<file path="src/rtl/irq_flag_pkg.sv">
`timescale 1ns/1ps
package irq_flag_pkg;
  localparam int BANK_W_DEF    = 8;
  localparam int NUM_BANKS_DEF = 2;
  localparam int ADDR_W_DEF    = 8;

  typedef enum logic [1:0] {
    REG_NONE = 2'd0,
    REG_FLAG = 2'd1,
    REG_MASK = 2'd2
  } reg_kind_e;
endpackage

</file>
<file path="src/rtl/irq_rst_sync.sv">
`timescale 1ns/1ps
module irq_rst_sync #(
  parameter int STAGES = 2
) (
  input  logic clk,
  input  logic rst_n,
  output logic rst_sync_n
);
  logic [STAGES-1:0] sync_q;

  always_ff @(posedge clk or negedge rst_n) begin
    if (!rst_n) sync_q <= '0;
    else        sync_q <= {sync_q[STAGES-2:0], 1'b1};
  end

  assign rst_sync_n = sync_q[STAGES-1];
endmodule

</file>
<file path="src/rtl/irq_reg_decode.sv">
`timescale 1ns/1ps
module irq_reg_decode
  import irq_flag_pkg::*;
#(
  parameter int                ADDR_W    = ADDR_W_DEF,
  parameter int                NUM_BANKS = NUM_BANKS_DEF,
  parameter logic [ADDR_W-1:0] FLAG_BASE = 8'hE8,
  parameter logic [ADDR_W-1:0] MASK_BASE = 8'hEA
) (
  input  logic [ADDR_W-1:0]    addr_i,
  output logic [NUM_BANKS-1:0] flag_hit_o,
  output logic [NUM_BANKS-1:0] mask_hit_o,
  output reg_kind_e            kind_o
);
  for (genvar b = 0; b < NUM_BANKS; b++) begin : g_dec
    localparam logic [ADDR_W-1:0] FLAG_ADDR = ADDR_W'(FLAG_BASE + b);
    localparam logic [ADDR_W-1:0] MASK_ADDR = ADDR_W'(MASK_BASE + b);
    assign flag_hit_o[b] = (addr_i == FLAG_ADDR);
    assign mask_hit_o[b] = (addr_i == MASK_ADDR);
  end

  always_comb begin
    if (|flag_hit_o)      kind_o = REG_FLAG;
    else if (|mask_hit_o) kind_o = REG_MASK;
    else                  kind_o = REG_NONE;
  end
endmodule

</file>
<file path="src/rtl/irq_flag_bank.sv">
`timescale 1ns/1ps
module irq_flag_bank #(
  parameter int W = 8
) (
  input  logic         clk,
  input  logic         rst_n,
  input  logic [W-1:0] evt_i,
  input  logic         wr_i,
  input  logic         flag_sel_i,
  input  logic         mask_sel_i,
  input  logic [W-1:0] wdata_i,
  output logic [W-1:0] flag_q_o,
  output logic [W-1:0] flag_d_o,
  output logic [W-1:0] mask_q_o,
  output logic [W-1:0] mask_d_o
);
  logic [W-1:0] flag_q, flag_d;
  logic [W-1:0] mask_q, mask_d;
  logic [W-1:0] clr_mask;
  logic         flag_ce, mask_ce;

  // Next state: set has priority over clear.
  always_comb begin
    clr_mask = (wr_i && flag_sel_i) ? wdata_i : '0;
    flag_d   = (flag_q & ~clr_mask) | evt_i;
    flag_ce  = (|clr_mask) || (|evt_i);
    mask_ce  = wr_i && mask_sel_i;
    mask_d   = mask_ce ? wdata_i : mask_q;
  end

  always_ff @(posedge clk or negedge rst_n) begin
    if (!rst_n) begin
      flag_q <= '0;
      mask_q <= '0;
    end else begin
      if (flag_ce) flag_q <= flag_d;
      if (mask_ce) mask_q <= mask_d;
    end
  end

  assign flag_q_o = flag_q;
  assign flag_d_o = flag_d;
  assign mask_q_o = mask_q;
  assign mask_d_o = mask_d;

  AST_EVT_CAPTURED: assert property (@(posedge clk) disable iff (!rst_n)
    1'b1 |=> ((flag_q & $past(evt_i)) == $past(evt_i)));
  AST_FLAG_STICKY: assert property (@(posedge clk) disable iff (!rst_n)
    1'b1 |=> (((~flag_q) & $past(flag_q) & ~$past(clr_mask)) == '0));
  AST_CLR_ONLY_WRITTEN: assert property (@(posedge clk) disable iff (!rst_n)
    !(wr_i && flag_sel_i) |=> (((~flag_q) & $past(flag_q)) == '0));
  AST_MASK_HOLD: assert property (@(posedge clk) disable iff (!rst_n)
    !(wr_i && mask_sel_i) |=> $stable(mask_q));
endmodule

</file>
<file path="src/rtl/irq_req_gen.sv">
`timescale 1ns/1ps
module irq_req_gen #(
  parameter int N = 16
) (
  input  logic         clk,
  input  logic         rst_n,
  input  logic [N-1:0] flag_d_i,
  input  logic [N-1:0] mask_d_i,
  input  logic [N-1:0] flag_q_i,
  input  logic [N-1:0] mask_q_i,
  output logic         irq_o
);
  logic irq_q, irq_d;

  always_comb begin
    irq_d = |(flag_d_i & mask_d_i);
  end

  always_ff @(posedge clk or negedge rst_n) begin
    if (!rst_n) irq_q <= 1'b0;
    else        irq_q <= irq_d;
  end

  assign irq_o = irq_q;

  AST_IRQ_TRACKS_STATE: assert property (@(posedge clk) disable iff (!rst_n)
    irq_q == (|(flag_q_i & mask_q_i)));
  AST_IRQ_LOW_WHEN_IDLE: assert property (@(posedge clk) disable iff (!rst_n)
    ((flag_q_i & mask_q_i) == '0) |-> !irq_q);
endmodule

</file>
<file path="src/rtl/irq_flag_ctrl.sv">
`timescale 1ns/1ps
module irq_flag_ctrl
  import irq_flag_pkg::*;
#(
  parameter int                ADDR_W    = ADDR_W_DEF,
  parameter int                BANK_W    = BANK_W_DEF,
  parameter int                NUM_BANKS = NUM_BANKS_DEF,
  parameter logic [ADDR_W-1:0] FLAG_BASE = 8'hE8,
  parameter logic [ADDR_W-1:0] MASK_BASE = 8'hEA
) (
  input  logic                          clk,
  input  logic                          rst_n,
  input  logic [NUM_BANKS*BANK_W-1:0]   evt_i,
  input  logic [ADDR_W-1:0]             reg_addr_i,
  input  logic                          reg_wr_i,
  input  logic [BANK_W-1:0]             reg_wdata_i,
  output logic [BANK_W-1:0]             reg_rdata_o,
  output logic                          irq_o
);
  localparam int N_EVT = NUM_BANKS * BANK_W;

  logic                 rst_sync_n;
  logic [NUM_BANKS-1:0] flag_hit, mask_hit;
  reg_kind_e            kind;
  logic [N_EVT-1:0]     flag_q, flag_d, mask_q, mask_d;

  irq_rst_sync #(.STAGES(2)) u_rst (
    .clk        (clk),
    .rst_n      (rst_n),
    .rst_sync_n (rst_sync_n)
  );

  irq_reg_decode #(
    .ADDR_W    (ADDR_W),
    .NUM_BANKS (NUM_BANKS),
    .FLAG_BASE (FLAG_BASE),
    .MASK_BASE (MASK_BASE)
  ) u_dec (
    .addr_i     (reg_addr_i),
    .flag_hit_o (flag_hit),
    .mask_hit_o (mask_hit),
    .kind_o     (kind)
  );

  for (genvar b = 0; b < NUM_BANKS; b++) begin : g_bank
    irq_flag_bank #(.W(BANK_W)) u_bank (
      .clk        (clk),
      .rst_n      (rst_sync_n),
      .evt_i      (evt_i[b*BANK_W +: BANK_W]),
      .wr_i       (reg_wr_i),
      .flag_sel_i (flag_hit[b]),
      .mask_sel_i (mask_hit[b]),
      .wdata_i    (reg_wdata_i),
      .flag_q_o   (flag_q[b*BANK_W +: BANK_W]),
      .flag_d_o   (flag_d[b*BANK_W +: BANK_W]),
      .mask_q_o   (mask_q[b*BANK_W +: BANK_W]),
      .mask_d_o   (mask_d[b*BANK_W +: BANK_W])
    );
  end

  irq_req_gen #(.N(N_EVT)) u_req (
    .clk      (clk),
    .rst_n    (rst_sync_n),
    .flag_d_i (flag_d),
    .mask_d_i (mask_d),
    .flag_q_i (flag_q),
    .mask_q_i (mask_q),
    .irq_o    (irq_o)
  );

  // Read mux: the decoder gives at most one hit.
  always_comb begin
    reg_rdata_o = '0;
    for (int b = 0; b < NUM_BANKS; b++) begin
      if (kind == REG_FLAG && flag_hit[b]) reg_rdata_o = reg_rdata_o | flag_q[b*BANK_W +: BANK_W];
      if (kind == REG_MASK && mask_hit[b]) reg_rdata_o = reg_rdata_o | mask_q[b*BANK_W +: BANK_W];
    end
  end

  AST_DECODE_ONEHOT: assert property (@(posedge clk) disable iff (!rst_sync_n)
    $onehot0({flag_hit, mask_hit}));
  AST_UNMAPPED_READ_ZERO: assert property (@(posedge clk) disable iff (!rst_sync_n)
    (kind == REG_NONE) |-> (reg_rdata_o == '0));
  AST_UNMAPPED_WRITE_INERT: assert property (@(posedge clk) disable iff (!rst_sync_n)
    (reg_wr_i && kind == REG_NONE && evt_i == '0) |=> ($stable(flag_q) && $stable(mask_q)));
endmodule

</file>
<file path="config.mk">
export PLATFORM = sky130hd
export DESIGN_NAME = irq_flag_ctrl
export DESIGN_NICKNAME = d
export VERILOG_FILES = /design/src/rtl/irq_flag_pkg.sv /design/src/rtl/irq_rst_sync.sv /design/src/rtl/irq_reg_decode.sv /design/src/rtl/irq_flag_bank.sv /design/src/rtl/irq_req_gen.sv /design/src/rtl/irq_flag_ctrl.sv
export SDC_FILE = /design/constraint.sdc
export NUM_CORES = 1
export LEC_CHECK = 0
export ABC_CLOCK_PERIOD_IN_PS = 1800
export BUFFER_PORTS_ARGS = -buffer_cell sky130_fd_sc_hd__clkbuf_2
export CORE_ASPECT_RATIO = 1.1
export CORE_MARGIN = 5
export CORE_UTILIZATION = 45
export CTS_BUF_LIST = sky130_fd_sc_hd__clkbuf_16
export CTS_CLUSTER_SIZE = 14
export DETAILED_ROUTE_END_ITERATION = 12
export GPL_TIMING_DRIVEN = 0
export PLACE_DENSITY = 0.7
export SLEW_MARGIN = 10
export SYNTH_ARGS = -nofsm -noshare
export SYNTH_HDL_FRONTEND = slang
export SYNTH_HIERARCHICAL = 1
export SYNTH_SLANG_ARGS = --single-unit
</file>
<file path="constraint.sdc">
create_clock -name clk -period 1.8 [get_ports clk]
set_input_delay 0.18 -clock clk [delete_from_list [all_inputs] [get_ports clk]]
set_output_delay 0.18 -clock clk [all_outputs]
set_load 0.05 [all_outputs]
</file>
==> flow_summary.ini <==
[synth]
yosys.area_share.adder = 0
synth.mux.area_fraction = 0.199
synth_xor_area_frac = 0
synth-simple-area-share = 0.123
ys_seq_area_frac = 0.400
mappedNetlistNets = 220
synth_top_family_by_area = compound AO/OA/AOI/OAI gates
synth_cell_types = 24
synth_area_um2 = 2190
synth_compound_area_frac = 0.213
syn_area_per_cell_um2 = 11.8
ys_ff_latch = 35
synthCells = 185
yosysWarnings = 6

[detailed_routing]
first_iter_violations = 101
drt-pass1-iter-count = 4
highest_layer = met4
wl_met2_um = 2910
wl_um = 5720
met1_length_um = 2370
drt-wirelength-per-cell_um = 18.8
via_count = 1776
dr_wl_met3_um = 316
drc = 0
antenna_left = 0
via_per_inst = 5.84

[placement]
postPlaceCellArea_um2 = 2500
dp_hpwl_um = 3840
gp_congestion = 0.757
port_buffers = 42

[worst_setup_path]
critPathArrivalTime_ps = 1720
cp-start-kind = input port
r2r_cells = 4
cp-end-kind = primary output
path_class = in -> out
worstPathRequired_ps = 1620
cp_max_fo = 9

[final_layout]
ff_latch_area_um2 = 877
drive_gt1_frac = 0.488
multiInputGateArea_um2 = 1260
fin_area_um2 = 2850
area_growth_pct = 30.3
num-fill-cells = 407
mostFrequentLayoutCells = 34 x dfrtp_1, 34 x clkbuf_2, 32 x a21o_1, 24 x nand3_1, 20 x mux2_4
diodes = 0
utilization = 0.609
fin_nets = 282

[timing]
report.final.hold_viol_count = 0
fmax_mhz = 527
slew_headroom = 0.491
setup_viol = 9
post-route-period-util = 1.05
finClkSkew_ps = 4.33
grt_setup_unrepaired = true
drv_slew = 0
min_period_ps = 1900
tightest_slew_ps = 763
fin_ws_ps = -97.4
setup_tns_ps = -723

[cts]
clk_pin_slew_ps = 60
cts-root-buf = clkbuf_16
cts.sinks = 35
htree_levels = 2
cts_tree = built
clock_latency_ps = 270
cts_max_path_buffers = 2
numCtsBuffers = 5

[die]
boundaryPins = 44
fp.coreArea_um2 = 4680
die_w_um = 76.5
floorplan.initialDensity = 0.467
die_h_um = 83.2
dieArea_um2 = 6360
rows = 26

[grt]
antenna_found_initial = 0
grt_max_degree = 34
first_global_vias = 1874
grt_overflow_total = 0
grtUsageTotal = 0.182
grt_pass1_wl_um = 9220

[hold_path]
hold_path_class = in -> reg
hold_depth = 2

[pwr]
p_total_w = 0.00187
powerDensity_nw_per_um2 = 656
leakage_nw = 1.27
ir_drop_v = 0.000580

[status]
failed_checks = negative setup slack
status = finished with violations

[flow_run]
cap_violations = 0
-- final timing paths --
path | startpoint | to | slack, ps
min in group asynchronous | rst_n | u_rst/sync_q[1] | 220
max in group asynchronous | u_rst/sync_q[1] | g_bank[0].u_bank/flag_q_o[6] | 960
max | reg_addr_i[4] | reg_rdata_o[5] | -100
min | evt_i[12] | g_bank[1].u_bank/flag_q_o[4] | 100
max reg2reg | g_bank[0].u_bank/mask_q_o[2] | u_req/irq_o | 360
min reg2reg | u_rst/sync_q[1] | g_bank[0].u_bank/flag_q_o[0] | 340
-- worst max-delay path: stages --
cell and delay [ps]:
clkbuf_2 80, nand4b_4 270, nor3_2 290, buf_12 170
nor2_4 50, buf_4 140, a221o_1 340, buf_4 190
-- report_power, final --
part | internal, W | switching, W
logic | 0.000106 | 0.000122
clock network | 0.000497 | 0.000302
registers | 0.000816 | 0.0000308
total | 0.00142 | 0.000455
-- what timing repair did --
item | 4_1_cts | 5_1_grt
hold buffers | 1 | 0
setup endpoints to repair | 9 | 9
hold endpoints to repair | 2 | 0
pin swaps | 3 | 7
gates resized for setup | 18 | 28
buffers inserted | 2 | 11
-- synthesized netlist by cell type, drive strengths merged --
cell    instances  area (µm²)
a22o            4        35.0
a21o           32         240
buf             8         116
and3b           1        8.76
a221oi          4        60.1
a221o           8        80.1
dfrtp          35         876
nand2          11        56.3
conb            1        3.75
clkbuf          4        16.3
nor3            2        10.0
nand4b          1        23.8
o22ai           8        50.1
nand3          24         120
inv             2        7.51
nand4           1        6.26
nor2            1        6.26
nor4            4        25.0
nand2b          2        12.5
mux2           32         435
-- sequential cells by signal, indices dropped and copies added (netlist names) --
name                    cells
g_bank.u_bank/flag_q_o     16
u_req/irq_o                 1
g_bank.u_bank/mask_q_o     16
u_rst/sync_q                2
-- final cells by class --
cell class | count | area share
clock inverters | 3 | 0.00395
flip-flops and latches | 35 | 0.307
repair buffers | 56 | 0.131
clock buffers | 5 | 0.0438
multi-input cells | 136 | 0.441
well taps | 56 | 0.0246
inverters | 2 | 0.00263
plain buffers | 11 | 0.0456
-- cells by family after synthesis --
family,count (synthesis)
mux,32
simple gates,47
compound gates,56
buf+inv,14
other cells,1
flops,35
-- stage by stage --
| step | worst slack, ps | std cells | hold WS, ps |
|---|---|---|---|
| 5_1_grt | -173 | 304 | 93.7 |
| 3_3_place_gp | -602 | 283 | -33.6 |
| 3_5_place_dp | -642 | 283 | -33.1 |
| 6_report | -97.4 | 304 | 99.1 |
| 4_1_cts | -149 | 294 | 96.3 |
| 2_1_floorplan | -66.3 | 185 | -116 |
-- routing by layer --
layer,track usage,vias to the layer above
met5,0,-
met4,0.0811,0
met3,0.0422,13
met2,0.296,57
met1,0.229,868
li1,-,838
No activity file was read; power rests on OpenSTA's default activity.
